**src/rtl/erw_pkg.sv**
```systemverilog
package erw_pkg;

   typedef enum logic [2:0] {
      PH_IDLE  = 3'd0,
      PH_ERASE = 3'd1,
      PH_GAP   = 3'd2,
      PH_PROG  = 3'd3,
      PH_PRE   = 3'd4,
      PH_EVAL  = 3'd5,
      PH_FIN   = 3'd6
   } phase_t;

   function automatic int unsigned cnt_bits(input int unsigned max_val);
      int unsigned w;
      w = 1;
      while ((1 << w) <= max_val) w++;
      return w;
   endfunction

endpackage

```
**src/rtl/erw_pulse_timer.sv**
```systemverilog
module erw_pulse_timer #(
   parameter int unsigned CNT_W = 4
) (
   input  logic             clk,
   input  logic             rst_n,
   input  logic             load,
   input  logic [CNT_W-1:0] load_val,
   output logic             expired
);

   logic [CNT_W-1:0] cnt_q;

   always_ff @(posedge clk or negedge rst_n) begin
      if (!rst_n) begin
         cnt_q <= '0;
      end else if (load) begin
         cnt_q <= load_val;
      end else if (cnt_q != '0) begin
         cnt_q <= cnt_q - 1'b1;
      end
   end

   assign expired = (cnt_q == '0);

endmodule

```
**src/rtl/erw_row_drv.sv**
```systemverilog
module erw_row_drv #(
   parameter int unsigned ROWS  = 4,
   parameter int unsigned ROW_W = 2
) (
   input  logic [ROW_W-1:0] row_sel,
   input  logic             erase_act,
   input  logic             wl_act,
   output logic [ROWS-1:0]  erase_en,
   output logic [ROWS-1:0]  wl_n
);

   for (genvar r = 0; r < ROWS; r++) begin : g_row
      logic hit;
      assign hit         = (row_sel == ROW_W'(r));
      assign erase_en[r] = erase_act & hit;
      assign wl_n[r]     = ~(wl_act & hit);
   end

endmodule

```
**src/rtl/erw_col_drv.sv**
```systemverilog
module erw_col_drv #(
   parameter int unsigned COLS = 8
) (
   input  logic            clk,
   input  logic            rst_n,
   input  logic [COLS-1:0] data_q,
   input  logic            prog_act,
   input  logic            capture,
   input  logic [COLS-1:0] sa_in,
   output logic [COLS-1:0] bl,
   output logic [COLS-1:0] sl,
   output logic [COLS-1:0] rd_data
);

   for (genvar c = 0; c < COLS; c++) begin : g_col
      logic cap_q;

      assign bl[c] = prog_act & data_q[c];
      assign sl[c] = prog_act & data_q[c];

      always_ff @(posedge clk or negedge rst_n) begin
         if (!rst_n) begin
            cap_q <= 1'b0;
         end else if (capture) begin
            cap_q <= sa_in[c];
         end
      end

      assign rd_data[c] = cap_q;
   end

endmodule

```
**src/rtl/rowwr_seq.sv**
```systemverilog
module rowwr_seq
   import erw_pkg::*;
#(
   parameter int unsigned ROWS   = 4,
   parameter int unsigned COLS   = 8,
   parameter int unsigned ER_CYC = 1,
   parameter int unsigned PR_CYC = 1,
   localparam int unsigned ROW_W = (ROWS > 1) ? $clog2(ROWS) : 1
) (
   input  logic             clk,
   input  logic             rst_n,
   input  logic             wr_req,
   input  logic             rd_req,
   input  logic [ROW_W-1:0] row_addr,
   input  logic [COLS-1:0]  wr_data,
   input  logic [COLS-1:0]  sa_in,
   output logic             ready,
   output logic             done,
   output logic [COLS-1:0]  rd_data,
   output logic [ROWS-1:0]  erase_en,
   output logic [ROWS-1:0]  wl_n,
   output logic [COLS-1:0]  bl,
   output logic [COLS-1:0]  sl,
   output logic             precharge,
   output logic             sense_en
);

   localparam int unsigned MAX_CYC = (ER_CYC > PR_CYC) ? ER_CYC : PR_CYC;
   localparam int unsigned CNT_W   = cnt_bits(MAX_CYC);

   initial begin
      if (ROWS < 2)   $error("rowwr_seq: ROWS must be at least 2");
      if (COLS < 1)   $error("rowwr_seq: COLS must be at least 1");
      if (ER_CYC < 1) $error("rowwr_seq: ER_CYC must be at least 1");
      if (PR_CYC < 1) $error("rowwr_seq: PR_CYC must be at least 1");
   end

   phase_t           ph_q, ph_d;
   logic [ROW_W-1:0] row_q;
   logic [COLS-1:0]  dat_q;
   logic             tmr_load;
   logic [CNT_W-1:0] tmr_val;
   logic             tmr_exp;
   logic             take_wr, take_rd;

   assign take_wr = (ph_q == PH_IDLE) & wr_req;
   assign take_rd = (ph_q == PH_IDLE) & ~wr_req & rd_req;

   always_comb begin
      ph_d = ph_q;
      unique case (ph_q)
         PH_IDLE:  if (take_wr) ph_d = PH_ERASE;
                   else if (take_rd) ph_d = PH_PRE;
         PH_ERASE: if (tmr_exp) ph_d = (dat_q == '0) ? PH_FIN : PH_GAP;
         PH_GAP:   ph_d = PH_PROG;
         PH_PROG:  if (tmr_exp) ph_d = PH_FIN;
         PH_PRE:   ph_d = PH_EVAL;
         PH_EVAL:  ph_d = PH_FIN;
         PH_FIN:   ph_d = PH_IDLE;
         default:  ph_d = PH_IDLE;
      endcase
   end

   always_ff @(posedge clk or negedge rst_n) begin
      if (!rst_n) begin
         ph_q  <= PH_IDLE;
         row_q <= '0;
         dat_q <= '0;
      end else begin
         ph_q <= ph_d;
         if (take_wr | take_rd) row_q <= row_addr;
         if (take_wr)           dat_q <= wr_data;
      end
   end

   always_comb begin
      tmr_load = 1'b0;
      tmr_val  = '0;
      if (take_wr) begin
         tmr_load = 1'b1;
         tmr_val  = CNT_W'(ER_CYC - 1);
      end else if (ph_q == PH_GAP) begin
         tmr_load = 1'b1;
         tmr_val  = CNT_W'(PR_CYC - 1);
      end
   end

   erw_pulse_timer #(.CNT_W(CNT_W)) u_tmr (
      .clk      (clk),
      .rst_n    (rst_n),
      .load     (tmr_load),
      .load_val (tmr_val),
      .expired  (tmr_exp)
   );

   erw_row_drv #(.ROWS(ROWS), .ROW_W(ROW_W)) u_rows (
      .row_sel   (row_q),
      .erase_act (ph_q == PH_ERASE),
      .wl_act    ((ph_q == PH_PROG) | (ph_q == PH_EVAL)),
      .erase_en  (erase_en),
      .wl_n      (wl_n)
   );

   erw_col_drv #(.COLS(COLS)) u_cols (
      .clk      (clk),
      .rst_n    (rst_n),
      .data_q   (dat_q),
      .prog_act (ph_q == PH_PROG),
      .capture  (ph_q == PH_EVAL),
      .sa_in    (sa_in),
      .bl       (bl),
      .sl       (sl),
      .rd_data  (rd_data)
   );

   assign ready     = (ph_q == PH_IDLE);
   assign done      = (ph_q == PH_FIN);
   assign precharge = (ph_q == PH_PRE);
   assign sense_en  = (ph_q == PH_EVAL);

endmodule

```
**config.mk**
```make
export PLATFORM = sky130hd
export DESIGN_NAME = rowwr_seq
export DESIGN_NICKNAME = d
export VERILOG_FILES = /design/src/rtl/erw_pkg.sv /design/src/rtl/erw_pulse_timer.sv /design/src/rtl/erw_row_drv.sv /design/src/rtl/erw_col_drv.sv /design/src/rtl/rowwr_seq.sv
export SDC_FILE = /design/constraint.sdc
export NUM_CORES = 1
export LEC_CHECK = 0
export ABC_CLOCK_PERIOD_IN_PS = 1800
export BUFFER_PORTS_ARGS = -buffer_cell sky130_fd_sc_hd__buf_2
export CAP_MARGIN = 5
export CORE_ASPECT_RATIO = 1.1
export CORE_UTILIZATION = 45
export CTS_CLUSTER_SIZE = 10
export DETAILED_ROUTE_END_ITERATION = 10
export PLACE_DENSITY = 0.8
export SYNTH_ARGS = -nofsm -noshare
export SYNTH_HDL_FRONTEND = slang
export SYNTH_SLANG_ARGS = --single-unit
```
**constraint.sdc**
```tcl
create_clock -name clk -period 1.8 [get_ports clk]
set_clock_uncertainty 0.15 [all_clocks]
set_input_delay 0 -clock clk [delete_from_list [all_inputs] [get_ports clk]]
set_output_delay 0 -clock clk [all_outputs]
set_load 0.03 [all_outputs]
```
=== Word-level counts from Yosys, hierarchy flattened ===
Cells that the tools add are included.

* Logic and storage cells: 65
* Latch bits: 0
* Memories: 0
* Register bits after elaboration: 22
* Bits in read-only memories: 0
* RAM bits: 0
* Output and inout port bits: 36

* Order comparisons: 0
* Bitwise operators: 26
* Add/subtract/negate cells: 1
* Reduce and logical (&&, ||, !) cells: 4
* Shifts and indexed selects: 0
* Eq/ne operators: 12
* Divide/modulo/power cells: 0
* Muxes and demuxes: 10
* Multipliers: 0

{| class="wikitable"
|+ Operator list
! kind !! number
|-
| AND 1 bit || 19
|-
| case mux 3 bit (6 select lines) || 1
|-
| two-way mux 3 bit || 5
|-
| == test 3 bit, second input constant || 3
|-
| zero test 8 bit || 1
|-
| == test 3 x 2 -> 1 bit, second input constant || 2
|-
| NOT 1 bit || 5
|-
| == test 2 bit, second input constant || 2
|-
| two-way mux 1 bit || 4
|-
| != test 2 bit, second input constant || 2
|-
| == test 3 x 1 -> 1 bit, second input constant || 1
|-
| zero test 3 bit || 1
|-
| != test 3 x 1 -> 1 bit, second input constant || 1
|-
| AND reduction 3 bit || 1
|-
| == test 2 x 1 -> 1 bit, second input constant || 1
|-
| zero test 2 bit || 1
|-
| bitwise OR 1 bit || 2
|-
| subtractor 1 bit, second input constant || 1
|}

=== Depth between registers and ports, before layout ===
* Depth in word-level cells: 6
* Mapped depth: 5
* Depth with buffers taken out: 3

=== Modules after synthesis ===
A second synthesis with hierarchy kept.

* Cells, all modules: 107
* Area total of the unflattened synthesis: 1267.5 µm²

{| class="wikitable"
|+ By module, submodules not included
! module !! cells an instance !! area an instance (µm²) !! instances
|-
| rowwr_seq || 55 || 666.9 || 1
|-
| erw_col_drv || 41 || 501.7 || 1
|-
| erw_row_drv || 8 || 63.8 || 1
|-
| erw_pulse_timer || 3 || 35.0 || 1
|}

=== Least setup slack after synthesis ===
No wires, ideal clock.

* Path kind: reg2reg
* Start point: reg ph_q[0]
* End point: reg dat_q[0]
* Path buffers: 2
* Path slack: -0.157 ns
* Period minus slack after synthesis: 1.957 ns
* Library setup time: 0.125 ns
* Stages on the path, launching flop included: 6
* Arrival: 1.682 ns
* Path through: dfrtp_1 -> buf_6 -> nor3_2 -> and2_4 -> buf_12 -> mux2_4

* Longest elaborated chain between the ends: 2

{| class="wikitable"
|+ Ends and longest elaborated chain
! element !! RTL line !! RTL
|-
| start: declaration || rowwr_seq.sv:38 || <nowiki>phase_t ph_q, ph_d;</nowiki>
|-
| start signal: assignment || rowwr_seq.sv:70 || <nowiki>ph_q <= ph_d;</nowiki>
|-
| zero test 3 bit || -- ||
|-
| net ready || rowwr_seq.sv:17 || <nowiki>output logic ready,</nowiki>
|-
| AND 1 bit || rowwr_seq.sv:46 || <nowiki>assign take_wr = (ph_q == PH_IDLE) & wr_req;</nowiki>
|-
| end signal: assignment || rowwr_seq.sv:72 || <nowiki>if (take_wr) dat_q <= wr_data;</nowiki>
|-
| end: declaration || rowwr_seq.sv:40 || <nowiki>logic [COLS-1:0] dat_q;</nowiki>
|}

The timed path passes the listed nets, and every way through them passes these cells.
A chain may end at the register's enable or synchronous reset.

=== Worst setup path in the final report ===
* Start point: reg ph_q[1]
* End point: out erase_en[1]

* Longest elaborated chain between the ends: 2

{| class="wikitable"
|+ Ends and longest elaborated chain
! element !! RTL line !! RTL
|-
| == test 3 x 1 -> 1 bit || rowwr_seq.sv:98 || <nowiki>.erase_act (ph_q == PH_ERASE),</nowiki>
|-
| AND 1 bit || erw_row_drv.sv:15 || <nowiki>assign erase_en[r] = erase_act & hit;</nowiki>
|-
| end: declaration || rowwr_seq.sv:20 || <nowiki>output logic [ROWS-1:0] erase_en,</nowiki>
|}

No other way between the ends.

==> metrics.txt <==
outcome=completed; initial core utilization=0.480; setup TNS=0 ps; Final Cell Area=1670 um2; Sw Ratio=0.463; TritonCTS clock tree=yes; Int Pwr=1.55 mW; Net Switching=about 1.3 mW; most frequent cell after synthesis=dfrtp_1; Tmin final=1740 ps; Max VDD drop=967 uV; number of synthesized flops with an enable pin=0; GRT Overall Usage=0.192; fill count=191; met2 Resource Use GR=0.338; Port Buffers=57; WP data required=1650 ps; Routability Congestion=around 0.72; area of placed instances=1380 um2; final worst-path cycle share=0.965; max cap viols=0; fmax=0.576 GHz; synthesized instance count=104; # setup viols final=0; TritonCTS Buffers=3; drc violations=0; Mapped Area=~1200 um2; most common library cells after synthesis=dfrtp_1 (21), buf_4 (16), mux2_2 (10), and2_1 (8), mux2_4 (8); IO Pins=between 50 and 60; Critical-path top delay cell=dfrtp_2; worst-path cell chain=or3b_4, nor3b_2, buf_2; Worst Hold Class=primary input to asynchronous set/reset pin; post-DP HPWL=1680 um; Flop pwr share=0.322; average cell area after synthesis=11.6 um2; WP data arrival=roughly 1600 ps; static leakage=0.843 nW; slew at the pin closest to its max-slew limit=roughly 470 ps; vias per inst=4.74; Total Nets Final=approximately 190; Bufs on Longest Clock Path=2; Area Overhead vs Synth=38.4%; Synthesized Nets=126; DRT Pass-1 Iters=4; Global Route met3 Usage=0.0217; Startpoint Class=flop; most used routing layer=met2; initial antenna violation count=0; routing usage on met1=0.226; CP bufs+invs=1; Max-slew headroom=0.685; fraction of layout cells with a size suffix above 1=0.565; root buffer cell=clkbuf_4; CORE AREA=2520 um2; Synth area leaders=dfrtp_1 (43%), buf_4 (9.9%), mux2_4 (9.9%); library cells used by synthesis=31; worst setup path class=flop to output port; Die H=around 56 um; antenna cells=0; family with the most delay on the worst path=simple AND/OR/NAND/NOR gates; final max-slew violation count=0; largest net degree at the start of global routing=22; clock network power share=0.075; CTS Sinks=21; Total Wirelength=~2600 um; clock slew at reported path FFs=about 110 ps; routed via count=roughly 950; first-pass GRT wire length=4060 um; PwrDens=1720 nW/um2; Ys Warns=0; row count=19; Worst Path Max Fanout=6; CP Capture Type=output port; worst skew pair latency=290 ps; H-tree level count=1; Die W=51.4 um; GRT Residual Overflow=0; average routed wire per standard cell=13.1 um; Seq cells post-synth=21; sequential element share of the synthesized area=0.434; full die area=2900 um2; total power=2.88 mW; Hold Violations, Final=0; Comb power frac=0.603; crit-path max cell delay=460 ps; top_reg_cell synth=dfrtp_1; vias in the first global route=a little over 900; Initial DRC Count=8; asr flop ratio synth=1.00; antenna-violating nets left=0; biggest area consumer among synthesized cells=dfrtp_1; top-area cell type share of the netlist area=0.434
-- per-stage QoR --
stage / util / cells / hold WS [ps] / setup slack (ps)
6_report: 0.664 / 201 / 31.9 / 62.5
5_1_grt: 0.664 / 201 / 51.9 / -14.4
4_1_cts: 0.642 / 195 / 42.1 / 0.131
3_5_place_dp: 0.547 / 170 / -163 / 185
3_3_place_gp: 0.547 / 170 / -177 / 238
2_1_floorplan: - / 104 / -446 / 21.0
-- cells in the final DEF (no fill, tap or decap), drive strengths merged --
cell type,synthesis,final
dlymetal6s2s,0,1
nor3b,3,3
a21oi,2,2
clkbuf,1,4
nand3,2,2
buf,22,63
a211oi,1,1
and2,10,10
nand3b,3,3
dfrtp,21,21
or3b,1,1
inv,2,2
and3b,1,1
o21a,1,1
xor2,1,1
o21bai,1,1
a22o,1,1
dlygate4sd3,0,21
and2b,1,1
nor3,3,3
nand2,3,3
nor2,4,4
nor4,2,2
mux2,18,18
-- power groups by stage --
stage / combinational (mW) / clock [mW] / sequential (mW)
after floorplan: 1.57 / 0 / 0.826
after global placement: 1.53 / 0 / 0.942
after detailed placement: 1.56 / 0 / 0.962
after CTS: 1.60 / 0.225 / 0.958
after global routing: 1.85 / 0.257 / 0.964
final: 1.74 / 0.217 / 0.927
-- area by class of cell --
class	count	area, um2	area share
flip-flops and latches	21	529	0.316
inverters	2	7.51	0.00448
repair buffers	85	558	0.333
multi-input cells	58	514	0.307
well taps	31	38.8	0.0232
clock buffers	4	26.3	0.0157
-- worst reg2reg max path: stages, from the launching register on --
cell     delay (ps)
dfrtp_2         460
buf_4           150
nor3_4          190
and2_4          270
mux2_4          320
-- worst paths after layout --
path | start | to | slack [ps] | depth (start not counted)
max | ph_q[1] | erase_en[1] | 60 | 3
min | rst_n | dat_q[0] | 30 | 2
max reg2reg | ph_q[1] | dat_q[5] | 140 | 4
min in group clk | row_addr[0] | row_q[0] | 320 | 3
max in group asynchronous | rst_n | ph_q[0] | 1120 | 2
min reg2reg | u_cols.g_col[1].cap_q | u_cols.g_col[1].cap_q | 360 | 1
-- logic make-up (layout without fill, tap and decap cells) --
| kind of cell | count (synthesis) | in the layout | synth area share |
|---|---|---|---|
| compound gates | 6 | 6 | 0.0341 |
| xor+xnor | 1 | 1 | 0.00724 |
| buf+inv | 25 | 91 | 0.154 |
| flops | 21 | 21 | 0.434 |
| mux | 18 | 18 | 0.192 |
| simple gates | 33 | 33 | 0.178 |
-- repair_timing --
item,in CTS,in global routing
hold endpoints to repair,41,0
gates resized for setup,2,4
endpoints found under the setup margin,3,19
cloned,0,0
setup buffers,0,6
hold buffers,21,0
-- layer usage --
layer  vias up  part of all wire
met5         -                 0
met3         6             0.029
met1       453              0.39
met2        29              0.55
met4         0             0.022
li1        465                 -
-- state kept, by name (all words and copies together) (netlist names) --
name	count
dat_q	8
row_q	2
ph_q	3
u_cols.g_col.cap_q	8
Power figures use the tool's default switching activity.
